[config.mk]
export PLATFORM = sky130hd
export DESIGN_NAME = tap_scan_unit
export DESIGN_NICKNAME = d
export VERILOG_FILES = /design/src/rtl/tap_pkg.sv /design/src/rtl/tap_fsm.sv /design/src/rtl/tap_ir.sv /design/src/rtl/tap_dr.sv /design/src/rtl/tap_bsr.sv /design/src/rtl/tap_scan_unit.sv
export SDC_FILE = /design/constraint.sdc
export NUM_CORES = 1
export LEC_CHECK = 0
export BUFFER_PORTS_ARGS = -buffer_cell sky130_fd_sc_hd__buf_2
export CAP_MARGIN = 5
export CORE_MARGIN = 10
export CORE_UTILIZATION = 45
export DETAILED_ROUTE_END_ITERATION = 12
export HOLD_SLACK_MARGIN = 0.03
export PLACE_DENSITY_LB_ADDON = 0.08
export SLEW_MARGIN = 25
export SYNTH_ARGS = -nofsm -noshare
export SYNTH_HDL_FRONTEND = slang
export SYNTH_SLANG_ARGS = --single-unit
export TNS_END_PERCENT = 20
[constraint.sdc]
create_clock -name tck -period 2.32 [get_ports tck]
set_input_delay 0.464 -clock tck [delete_from_list [all_inputs] [get_ports tck]]
set_output_delay 0.464 -clock tck [all_outputs]
set_load 0.05 [all_outputs]
[src/rtl/tap_pkg.sv]
package tap_pkg;
  localparam int IR_W  = 3;
  localparam int ID_W  = 32;

  localparam logic [IR_W-1:0] OP_EXTEST = 3'b000;
  localparam logic [IR_W-1:0] OP_IDCODE = 3'b001;
  localparam logic [IR_W-1:0] OP_SAMPLE = 3'b010;
  localparam logic [IR_W-1:0] OP_CLAMP  = 3'b011;
  localparam logic [IR_W-1:0] OP_HIGHZ  = 3'b100;
  localparam logic [IR_W-1:0] OP_BYPASS = 3'b111;
  localparam logic [IR_W-1:0] IR_CAPT   = {{(IR_W-2){1'b0}}, 2'b01};

  typedef enum logic [3:0] {
    S_TLR, S_RTI,
    S_SEL_DR, S_CAP_DR, S_SH_DR, S_EX1_DR, S_PAU_DR, S_EX2_DR, S_UPD_DR,
    S_SEL_IR, S_CAP_IR, S_SH_IR, S_EX1_IR, S_PAU_IR, S_EX2_IR, S_UPD_IR
  } tap_st_e;

  typedef enum logic [1:0] {SEL_BYP, SEL_ID, SEL_BSR} dr_sel_e;
  typedef enum logic [1:0] {MODE_CORE, MODE_CELL, MODE_OFF} pin_mode_e;
endpackage

[src/rtl/tap_fsm.sv]
module tap_fsm
  import tap_pkg::*;
(
  input  logic    tck,
  input  logic    trst,
  input  logic    tms,
  output tap_st_e st
);
  tap_st_e nx;

  always_ff @(posedge tck or posedge trst) begin
    if (trst) st <= S_TLR;
    else      st <= nx;
  end

  always_comb begin
    case (st)
      S_TLR:    nx = tms ? S_TLR    : S_RTI;
      S_RTI:    nx = tms ? S_SEL_DR : S_RTI;
      S_SEL_DR: nx = tms ? S_SEL_IR : S_CAP_DR;
      S_CAP_DR: nx = tms ? S_EX1_DR : S_SH_DR;
      S_SH_DR:  nx = tms ? S_EX1_DR : S_SH_DR;
      S_EX1_DR: nx = tms ? S_UPD_DR : S_PAU_DR;
      S_PAU_DR: nx = tms ? S_EX2_DR : S_PAU_DR;
      S_EX2_DR: nx = tms ? S_UPD_DR : S_SH_DR;
      S_UPD_DR: nx = tms ? S_SEL_DR : S_RTI;
      S_SEL_IR: nx = tms ? S_TLR    : S_CAP_IR;
      S_CAP_IR: nx = tms ? S_EX1_IR : S_SH_IR;
      S_SH_IR:  nx = tms ? S_EX1_IR : S_SH_IR;
      S_EX1_IR: nx = tms ? S_UPD_IR : S_PAU_IR;
      S_PAU_IR: nx = tms ? S_EX2_IR : S_PAU_IR;
      S_EX2_IR: nx = tms ? S_UPD_IR : S_SH_IR;
      S_UPD_IR: nx = tms ? S_SEL_DR : S_RTI;
      default:  nx = S_TLR;
    endcase
  end

  // checker: run length of tms high, saturating at five
  logic [2:0] hi_run;
  always_ff @(posedge tck or posedge trst) begin
    if (trst)               hi_run <= '0;
    else if (!tms)          hi_run <= '0;
    else if (hi_run != 3'd5) hi_run <= hi_run + 3'd1;
  end

  assert_tms_reset_R1: assert property (@(posedge tck) disable iff (trst)
    (hi_run == 3'd5) |-> (st == S_TLR));
endmodule

[src/rtl/tap_ir.sv]
module tap_ir
  import tap_pkg::*;
(
  input  logic            tck,
  input  logic            trst,
  input  tap_st_e         st,
  input  logic            tdi,
  output logic [IR_W-1:0] ir_q,
  output logic            ir_lsb
);
  logic [IR_W-1:0] ir_sh;

  always_ff @(posedge tck or posedge trst) begin
    if (trst) begin
      ir_sh <= '0;
      ir_q  <= OP_IDCODE;
    end else begin
      if (st == S_CAP_IR)     ir_sh <= IR_CAPT;
      else if (st == S_SH_IR) ir_sh <= {tdi, ir_sh[IR_W-1:1]};
      if (st == S_TLR)        ir_q <= OP_IDCODE;
      else if (st == S_UPD_IR) ir_q <= ir_sh;
    end
  end

  assign ir_lsb = ir_sh[0];

  assert_ir_hold_R3: assert property (@(posedge tck) disable iff (trst)
    (st != S_UPD_IR && st != S_TLR) |=> $stable(ir_q));
  assert_tlr_idcode_R2: assert property (@(posedge tck) disable iff (trst)
    (st == S_TLR) |=> (ir_q == OP_IDCODE));
endmodule

[src/rtl/tap_dr.sv]
module tap_dr
  import tap_pkg::*;
#(
  parameter logic [10:0] MFR_CODE = 11'h0A1,
  parameter logic [15:0] PART_NUM = 16'h5C3E,
  parameter logic [3:0]  VERSION  = 4'h2
)(
  input  logic            tck,
  input  logic            trst,
  input  tap_st_e         st,
  input  logic [IR_W-1:0] ir_q,
  input  logic            tdi,
  input  logic            ir_lsb,
  input  logic            bsr_lsb,
  output logic            bsr_sel,
  output pin_mode_e       mode,
  output logic            tdo,
  output logic            tdo_oe
);
  localparam logic [ID_W-1:0] ID_VAL = {VERSION, PART_NUM, MFR_CODE, 1'b1};

  dr_sel_e         sel;
  logic            byp;
  logic [ID_W-1:0] id_sh;
  logic            dr_lsb;

  always_comb begin
    case (ir_q)
      OP_EXTEST, OP_SAMPLE: sel = SEL_BSR;
      OP_IDCODE:            sel = SEL_ID;
      default:              sel = SEL_BYP;
    endcase
    case (ir_q)
      OP_EXTEST, OP_CLAMP: mode = MODE_CELL;
      OP_HIGHZ:            mode = MODE_OFF;
      default:             mode = MODE_CORE;
    endcase
  end

  assign bsr_sel = (sel == SEL_BSR);

  always_ff @(posedge tck or posedge trst) begin
    if (trst) begin
      byp   <= 1'b0;
      id_sh <= '0;
    end else if (st == S_CAP_DR) begin
      if (sel == SEL_BYP) byp   <= 1'b0;
      if (sel == SEL_ID)  id_sh <= ID_VAL;
    end else if (st == S_SH_DR) begin
      if (sel == SEL_BYP) byp   <= tdi;
      if (sel == SEL_ID)  id_sh <= {tdi, id_sh[ID_W-1:1]};
    end
  end

  always_comb begin
    case (sel)
      SEL_BSR: dr_lsb = bsr_lsb;
      SEL_ID:  dr_lsb = id_sh[0];
      default: dr_lsb = byp;
    endcase
  end

  always_ff @(negedge tck or posedge trst) begin
    if (trst) begin
      tdo    <= 1'b0;
      tdo_oe <= 1'b0;
    end else begin
      tdo    <= (st == S_SH_IR) ? ir_lsb : dr_lsb;
      tdo_oe <= (st == S_SH_IR) || (st == S_SH_DR);
    end
  end

  assert_id_lsb_R5: assert property (@(posedge tck) disable iff (trst)
    (st == S_CAP_DR && ir_q == OP_IDCODE) |=> (id_sh[0] == 1'b1));
  assert_tdo_oe_shift_R11: assert property (@(posedge tck) disable iff (trst)
    tdo_oe |-> (st == S_SH_IR || st == S_SH_DR));
endmodule

[src/rtl/tap_bsr.sv]
module tap_bsr
  import tap_pkg::*;
#(
  parameter int N_OUT = 4,
  parameter int N_IN  = 4
)(
  input  logic             tck,
  input  logic             trst,
  input  tap_st_e          st,
  input  logic             tdi,
  input  logic             bsr_sel,
  input  pin_mode_e        mode,
  input  logic [N_OUT-1:0] core_out,
  input  logic [N_OUT-1:0] core_oe,
  input  logic [N_IN-1:0]  pin_in,
  output logic             bsr_lsb,
  output logic [N_OUT-1:0] pin_out,
  output logic [N_OUT-1:0] pin_oe,
  output logic [N_IN-1:0]  core_in
);
  localparam int L      = N_IN + 2 * N_OUT;
  localparam int OUT_LO = N_IN;
  localparam int OE_LO  = N_IN + N_OUT;

  logic [L-1:0] cells, hold;

  always_ff @(posedge tck or posedge trst) begin
    if (trst) begin
      cells <= '0;
      hold  <= '0;
    end else if (bsr_sel) begin
      if (st == S_CAP_DR)     cells <= {core_oe, core_out, pin_in};
      else if (st == S_SH_DR) cells <= {tdi, cells[L-1:1]};
      if (st == S_UPD_DR)     hold <= cells;
    end
  end

  assign bsr_lsb = cells[0];
  assign core_in = pin_in;

  for (genvar g = 0; g < N_OUT; g++) begin : g_pin
    assign pin_out[g] = (mode == MODE_CELL) ? hold[OUT_LO+g] : core_out[g];
    assign pin_oe[g]  = (mode == MODE_CELL) ? hold[OE_LO+g] :
                        (mode == MODE_OFF)  ? 1'b0 : core_oe[g];
  end

  assert_clamp_hold_R9: assert property (@(posedge tck) disable iff (trst)
    (mode == MODE_CELL && !bsr_sel) |=> $stable(hold));
  assert_hold_only_update_R6: assert property (@(posedge tck) disable iff (trst)
    (st != S_UPD_DR) |=> $stable(hold));
endmodule

[src/rtl/tap_scan_unit.sv]
module tap_scan_unit
  import tap_pkg::*;
#(
  parameter int          N_OUT    = 4,
  parameter int          N_IN     = 4,
  parameter logic [10:0] MFR_CODE = 11'h0A1,
  parameter logic [15:0] PART_NUM = 16'h5C3E,
  parameter logic [3:0]  VERSION  = 4'h2
)(
  input  logic             tck,
  input  logic             trst,
  input  logic             tms,
  input  logic             tdi,
  output logic             tdo,
  output logic             tdo_oe,
  input  logic [N_OUT-1:0] core_out,
  input  logic [N_OUT-1:0] core_oe,
  input  logic [N_IN-1:0]  pin_in,
  output logic [N_OUT-1:0] pin_out,
  output logic [N_OUT-1:0] pin_oe,
  output logic [N_IN-1:0]  core_in
);
  tap_st_e         st;
  logic [IR_W-1:0] ir_q;
  logic            ir_lsb, bsr_lsb, bsr_sel;
  pin_mode_e       mode;

  tap_fsm u_fsm (.tck(tck), .trst(trst), .tms(tms), .st(st));

  tap_ir u_ir (.tck(tck), .trst(trst), .st(st), .tdi(tdi),
               .ir_q(ir_q), .ir_lsb(ir_lsb));

  tap_dr #(.MFR_CODE(MFR_CODE), .PART_NUM(PART_NUM), .VERSION(VERSION)) u_dr (
    .tck(tck), .trst(trst), .st(st), .ir_q(ir_q), .tdi(tdi),
    .ir_lsb(ir_lsb), .bsr_lsb(bsr_lsb), .bsr_sel(bsr_sel), .mode(mode),
    .tdo(tdo), .tdo_oe(tdo_oe));

  tap_bsr #(.N_OUT(N_OUT), .N_IN(N_IN)) u_bsr (
    .tck(tck), .trst(trst), .st(st), .tdi(tdi), .bsr_sel(bsr_sel),
    .mode(mode), .core_out(core_out), .core_oe(core_oe), .pin_in(pin_in),
    .bsr_lsb(bsr_lsb), .pin_out(pin_out), .pin_oe(pin_oe), .core_in(core_in));

  assert_highz_off_R10: assert property (@(posedge tck) disable iff (trst)
    (ir_q == OP_HIGHZ) |-> (pin_oe == '0));
  assert_core_mode_R7: assert property (@(posedge tck) disable iff (trst)
    (ir_q == OP_SAMPLE || ir_q == OP_BYPASS) |-> (pin_oe == core_oe && pin_out == core_out));
endmodule

# == Word level (Yosys, flattened, before mapping) ==
# Index checks and enable logic that the tools add are counted.
# word_totals
n_memories,0
romBits,0
elab_cells,95
ff_bits,69
latch_bits,0
mem_bits_rw,0
output_inout_bits,14
# op_classes
magnitude_cmp,0
shift,0
n_mul,0
n_mux,43
reduce_logical,16
n_eq_ne,27
div_mod_pow,0
bitwise_logic,0
add_sub_neg,0
# ops
cell,count
2-to-1 mux 32 bit,4
one-hot mux 4 bit (12 select lines),1
"== test 4 bit, second input constant",8
2-to-1 mux 12 bit,2
2-to-1 mux 1 bit,20
2-to-1 mux 3 bit,6
"== test 4 x 3 -> 1 bit, second input constant",4
2-to-1 mux 4 bit,4
"== test 4 x 2 -> 1 bit, second input constant",2
"!= test 2 bit, second input constant",4
one-hot mux 2 bit (2 select lines),2
OR reduction 2 bit,4
"== test 3 x 2 -> 1 bit, second input constant",2
2-to-1 mux 2 bit,3
AND reduction 3 bit,2
nonzero test 2 bit,3
"== test 2 x 1 -> 1 bit, second input constant",2
"== test 2 bit, second input constant",2
"== test 4 x 1 -> 1 bit, second input constant",1
logical NOT 4 bit,1
AND reduction 2 bit,2
"== test 3 x 1 -> 1 bit, second input constant",1
"== test 3 bit, second input constant",1
logical NOT 3 bit,1
other kinds (4),4

# == Logic depth before layout (Yosys ltp) ==
# depth
depth_word,7
mapped_depth,8

# == By module ==
# A second synthesis with hierarchy kept.
# hier_totals
cells_unflattened,302
area_unflattened_um2,3467.1
# modules_own_cells
module,area_each_um2,cells_per_inst,seq_area_each_um2,instances
tap_dr,1747.9,144,875.8,1
tap_bsr,1117.3,89,500.5,1
tap_fsm,312.8,38,100.1,1
tap_ir,289.0,31,151.4,1

==> flow_metrics.tcl <==
set metrics [dict create \
    path_cells "nand2b_1 -> or2_4 -> ha_2 -> a22oi_2 -> a211oi_1 -> a21o_1" \
    leakagePower_nw 1.754 \
    cts_tree "built" \
    drc_errors 0 \
    dpl_cell_area_um2 3496 \
    synth_seq_cells 65 \
    postCtsSetupBuffers 0 \
    p_sw_mw 2.036 \
    die_y_um 105.2 \
    synth_nets 343 \
    total_power_mw 5.085 \
    vias 2292 \
    worstPathRequired_ns 1.34 \
    gp_congestion 0.7347 \
    cp_max_fo 3 \
    die_area_um2 11070 \
    critPathTopFamily "flip-flops" \
    cts_max_path_buffers 2 \
    grt.total_usage 0.1203 \
    rows 31 \
    clock_latency_ns 0.34 \
    drtPass1Iterations 4 \
    wl_um 6175 \
    core_region_area_um2 7137 \
    start_kind "flop" \
    cp-end-kind "flop" \
    grt_pass1_wl_um 11060 \
    crit_buf_inv 0 \
    antenna_found_initial 0 \
    dpl.hpwl_um 4175 \
    p_sw_frac 0.4004 \
    layout_commonest_cell "nand2_1" \
    setup_ws_ns -0.4289 \
    finClkSkew_ns 0.01345 \
    cts_buffers 9 \
    yosys_warnings 0 \
    finalNetCount 376 \
    tightest_slew_ns 0.6692 \
    vdd_drop_max_uv 490.9 \
    slowest_delay_ns 0.53 \
    finalHoldViolCount 0 \
    maxCapViolations 0 \
    area_delta_synth_final_pct 15.74 \
    cts_root_buffer "clkbuf_8" \
    n_antenna_cell 0 \
    syn_inst 324 \
    syn_area_um2 3267 \
    ant_nets 0 \
    violations "negative setup slack" \
    wl_per_cell_um 13.39 \
    combinationalPowerShare 0.438 \
    relSlewSlack 0.5538 \
    power_frac_clock 0.211 \
    first_iter_violations 41 \
    crit_type "flop to flop" \
    arrival_ns 1.77 \
    ys_seq_area_frac 0.4983 \
    initial_core_util 0.4577 \
    outcome "complete, but fails checks" \
    rsz0062_at_grt "true" \
    setup_viol 3 \
    finalInstanceArea_um2 3781 \
    intPower_mw 3.049 \
    final_cell_mix "74 x nand2_1, 62 x dfrtp_1, 28 x o21ai_2" \
    hp-class "input pin to asynchronous set/reset pin" \
    power.density_nw_per_um2 1345 \
    ys_types 41 \
    slew_violations 0 \
    fin_util 0.5298 \
    slowest_stage "dfstp_2" \
    h-tree-depth 3 \
    num_io_pins 30 \
    drive_above_1_share 0.3287 \
    power.share.sequential 0.351 \
    die_w_um 105.2 \
    grt_start_max_net_pins 40 \
    clk_pin_slew_ns 0.07 \
    overflow 0 \
    via_per_inst 4.972 \
    avgSynthCellArea_um2 10.08 \
    io_buffers 29 \
    cts.sinks 65 \
    grt_pass1_vias 2380 \
]
==> registers in the layout, summed over array words and instances, names as in the netlist <==
register	flops
u_dr.id_sh	32
u_bsr.cells	12
u_bsr.hold	8
u_fsm.st	4
u_ir.ir_q	3
u_ir.ir_sh	3
u_dr.byp	1
u_dr.tdo	1
u_dr.tdo_oe	1
==> worst register-to-register path: cells and delay by family (launching register included) <==
kind	cells	cell delay (ns)
DFF	1	0.53
adders and majority gates	1	0.20
AOI/OAI and AO/OA	3	0.38
and+or+nand+nor	2	0.33
==> cells by family (layout without fill, tap and decap cells) <==
logic type | after synthesis | in the layout | share of synthesized area
buffers and inverters | 32 | 70 | 0.07162
AO/OA/AOI/OAI | 79 | 79 | 0.1735
adder cells (fa/ha/maj) | 3 | 3 | 0.01149
multiplexers | 25 | 25 | 0.08158
XOR/XNOR | 2 | 2 | 0.005363
flip-flops | 65 | 65 | 0.4983
AND/OR/NAND/NOR | 118 | 118 | 0.1582
==> power by group through the flow <==
stage / sequential [mW] / combinational (mW) / clock [mW]
2_1_floorplan: 1.77 / 1.82 / 0
3_3_place_gp: 1.80 / 2.14 / 0
3_5_place_dp: 1.81 / 2.18 / 0
4_1_cts: 1.79 / 2.25 / 1.10
5_1_grt: 1.85 / 2.50 / 1.16
6_report: 1.79 / 2.23 / 1.07
==> final timing paths <==
kind	start	to	slack (ns)	cells past startpoint
max reg2reg	u_ir.ir_q[0]	u_dr.tdo	-0.43	6
max in group asynchronous	trst	u_dr.tdo	1.13	2
max	u_ir.ir_q[0]	u_dr.tdo	-0.43	6
min in group tck	core_out[0]	u_bsr.cells[4]	0.41	3
min reg2reg	u_dr.id_sh[31]	u_dr.id_sh[31]	0.48	2
min	trst	u_fsm.st[3]	0.24	3
==> what timing repair did <==
item | CTS | global route
resized for setup | 13 | 6
pin swaps | 1 | 0
hold buffers | 0 | 0
setup endpoints to repair | 7 | 11
==> stage by stage <==
stage	hold WS [ns]	instances	worst slack (ns)	TNS [ns]
2_1_floorplan	0.4485	324	-0.5550	-0.5550
3_3_place_gp	0.4607	445	-0.5123	-0.5123
3_5_place_dp	0.4670	445	-0.5157	-0.5157
4_1_cts	0.2467	461	-0.4327	-0.8942
5_1_grt	0.2738	461	-0.4837	-1.061
6_report	0.2408	461	-0.4289	-0.8449
==> synth_stat cells, drive strengths merged <==
| cell | n | area [um2] |
|---|---|---|
| o22ai | 4 | 25.02 |
| and3 | 1 | 6.260 |
| clkbuf | 4 | 15.01 |
| buf | 22 | 196.4 |
| mux2i | 12 | 120.1 |
| ha | 3 | 37.54 |
| o211ai | 1 | 7.510 |
| nand2 | 74 | 277.8 |
| nand3 | 3 | 15.01 |
| nand2b | 4 | 25.02 |
| or2 | 3 | 18.77 |
| nor2b | 2 | 12.51 |
| a221o | 1 | 10.01 |
| nor3 | 2 | 10.01 |
| o21a | 1 | 7.510 |
| or3 | 2 | 12.51 |
| nor2 | 24 | 92.59 |
| mux2 | 13 | 146.4 |
| dfrtp | 62 | 1551 |
| dfrtn | 2 | 50.05 |
| xor2 | 2 | 17.52 |
| a22o | 4 | 35.03 |
| o21ai | 54 | 397.9 |
| a21oi | 9 | 45.04 |
| nor4b | 1 | 23.77 |
| inv | 6 | 22.52 |
| o2bb2ai | 1 | 8.760 |
| a211oi | 2 | 15.01 |
| a21o | 1 | 7.510 |
| dfstp | 1 | 26.28 |
| a22oi | 1 | 7.510 |
| and4bb | 1 | 16.27 |
| nand4 | 1 | 6.260 |
==> cell type report <==
cell class	instances	area, um2
Tap cell	99	123.9
Fill cell	705	3356
Inverter	6	26.28
Multi-Input combinational cell	227	1435
Timing Repair Buffer	48	350.3
Clock inverter	7	93.84
Sequential cell	65	1628
Clock buffer	9	123.9
==> metal layers <==
metal / wire length, um / global-route usage / share of wire / vias to the layer above
li1: - / - / - / 1175
met1: 2948 / 0.1534 / 0.48 / 1083
met2: 2942 / 0.1862 / 0.48 / 23
met3: 171 / 0.03010 / 0.028 / 11
met4: 112 / 0.05784 / 0.018 / 0
met5: 0 / 0 / 0 / -
Note: power is estimated with default switching activity, not from simulation.
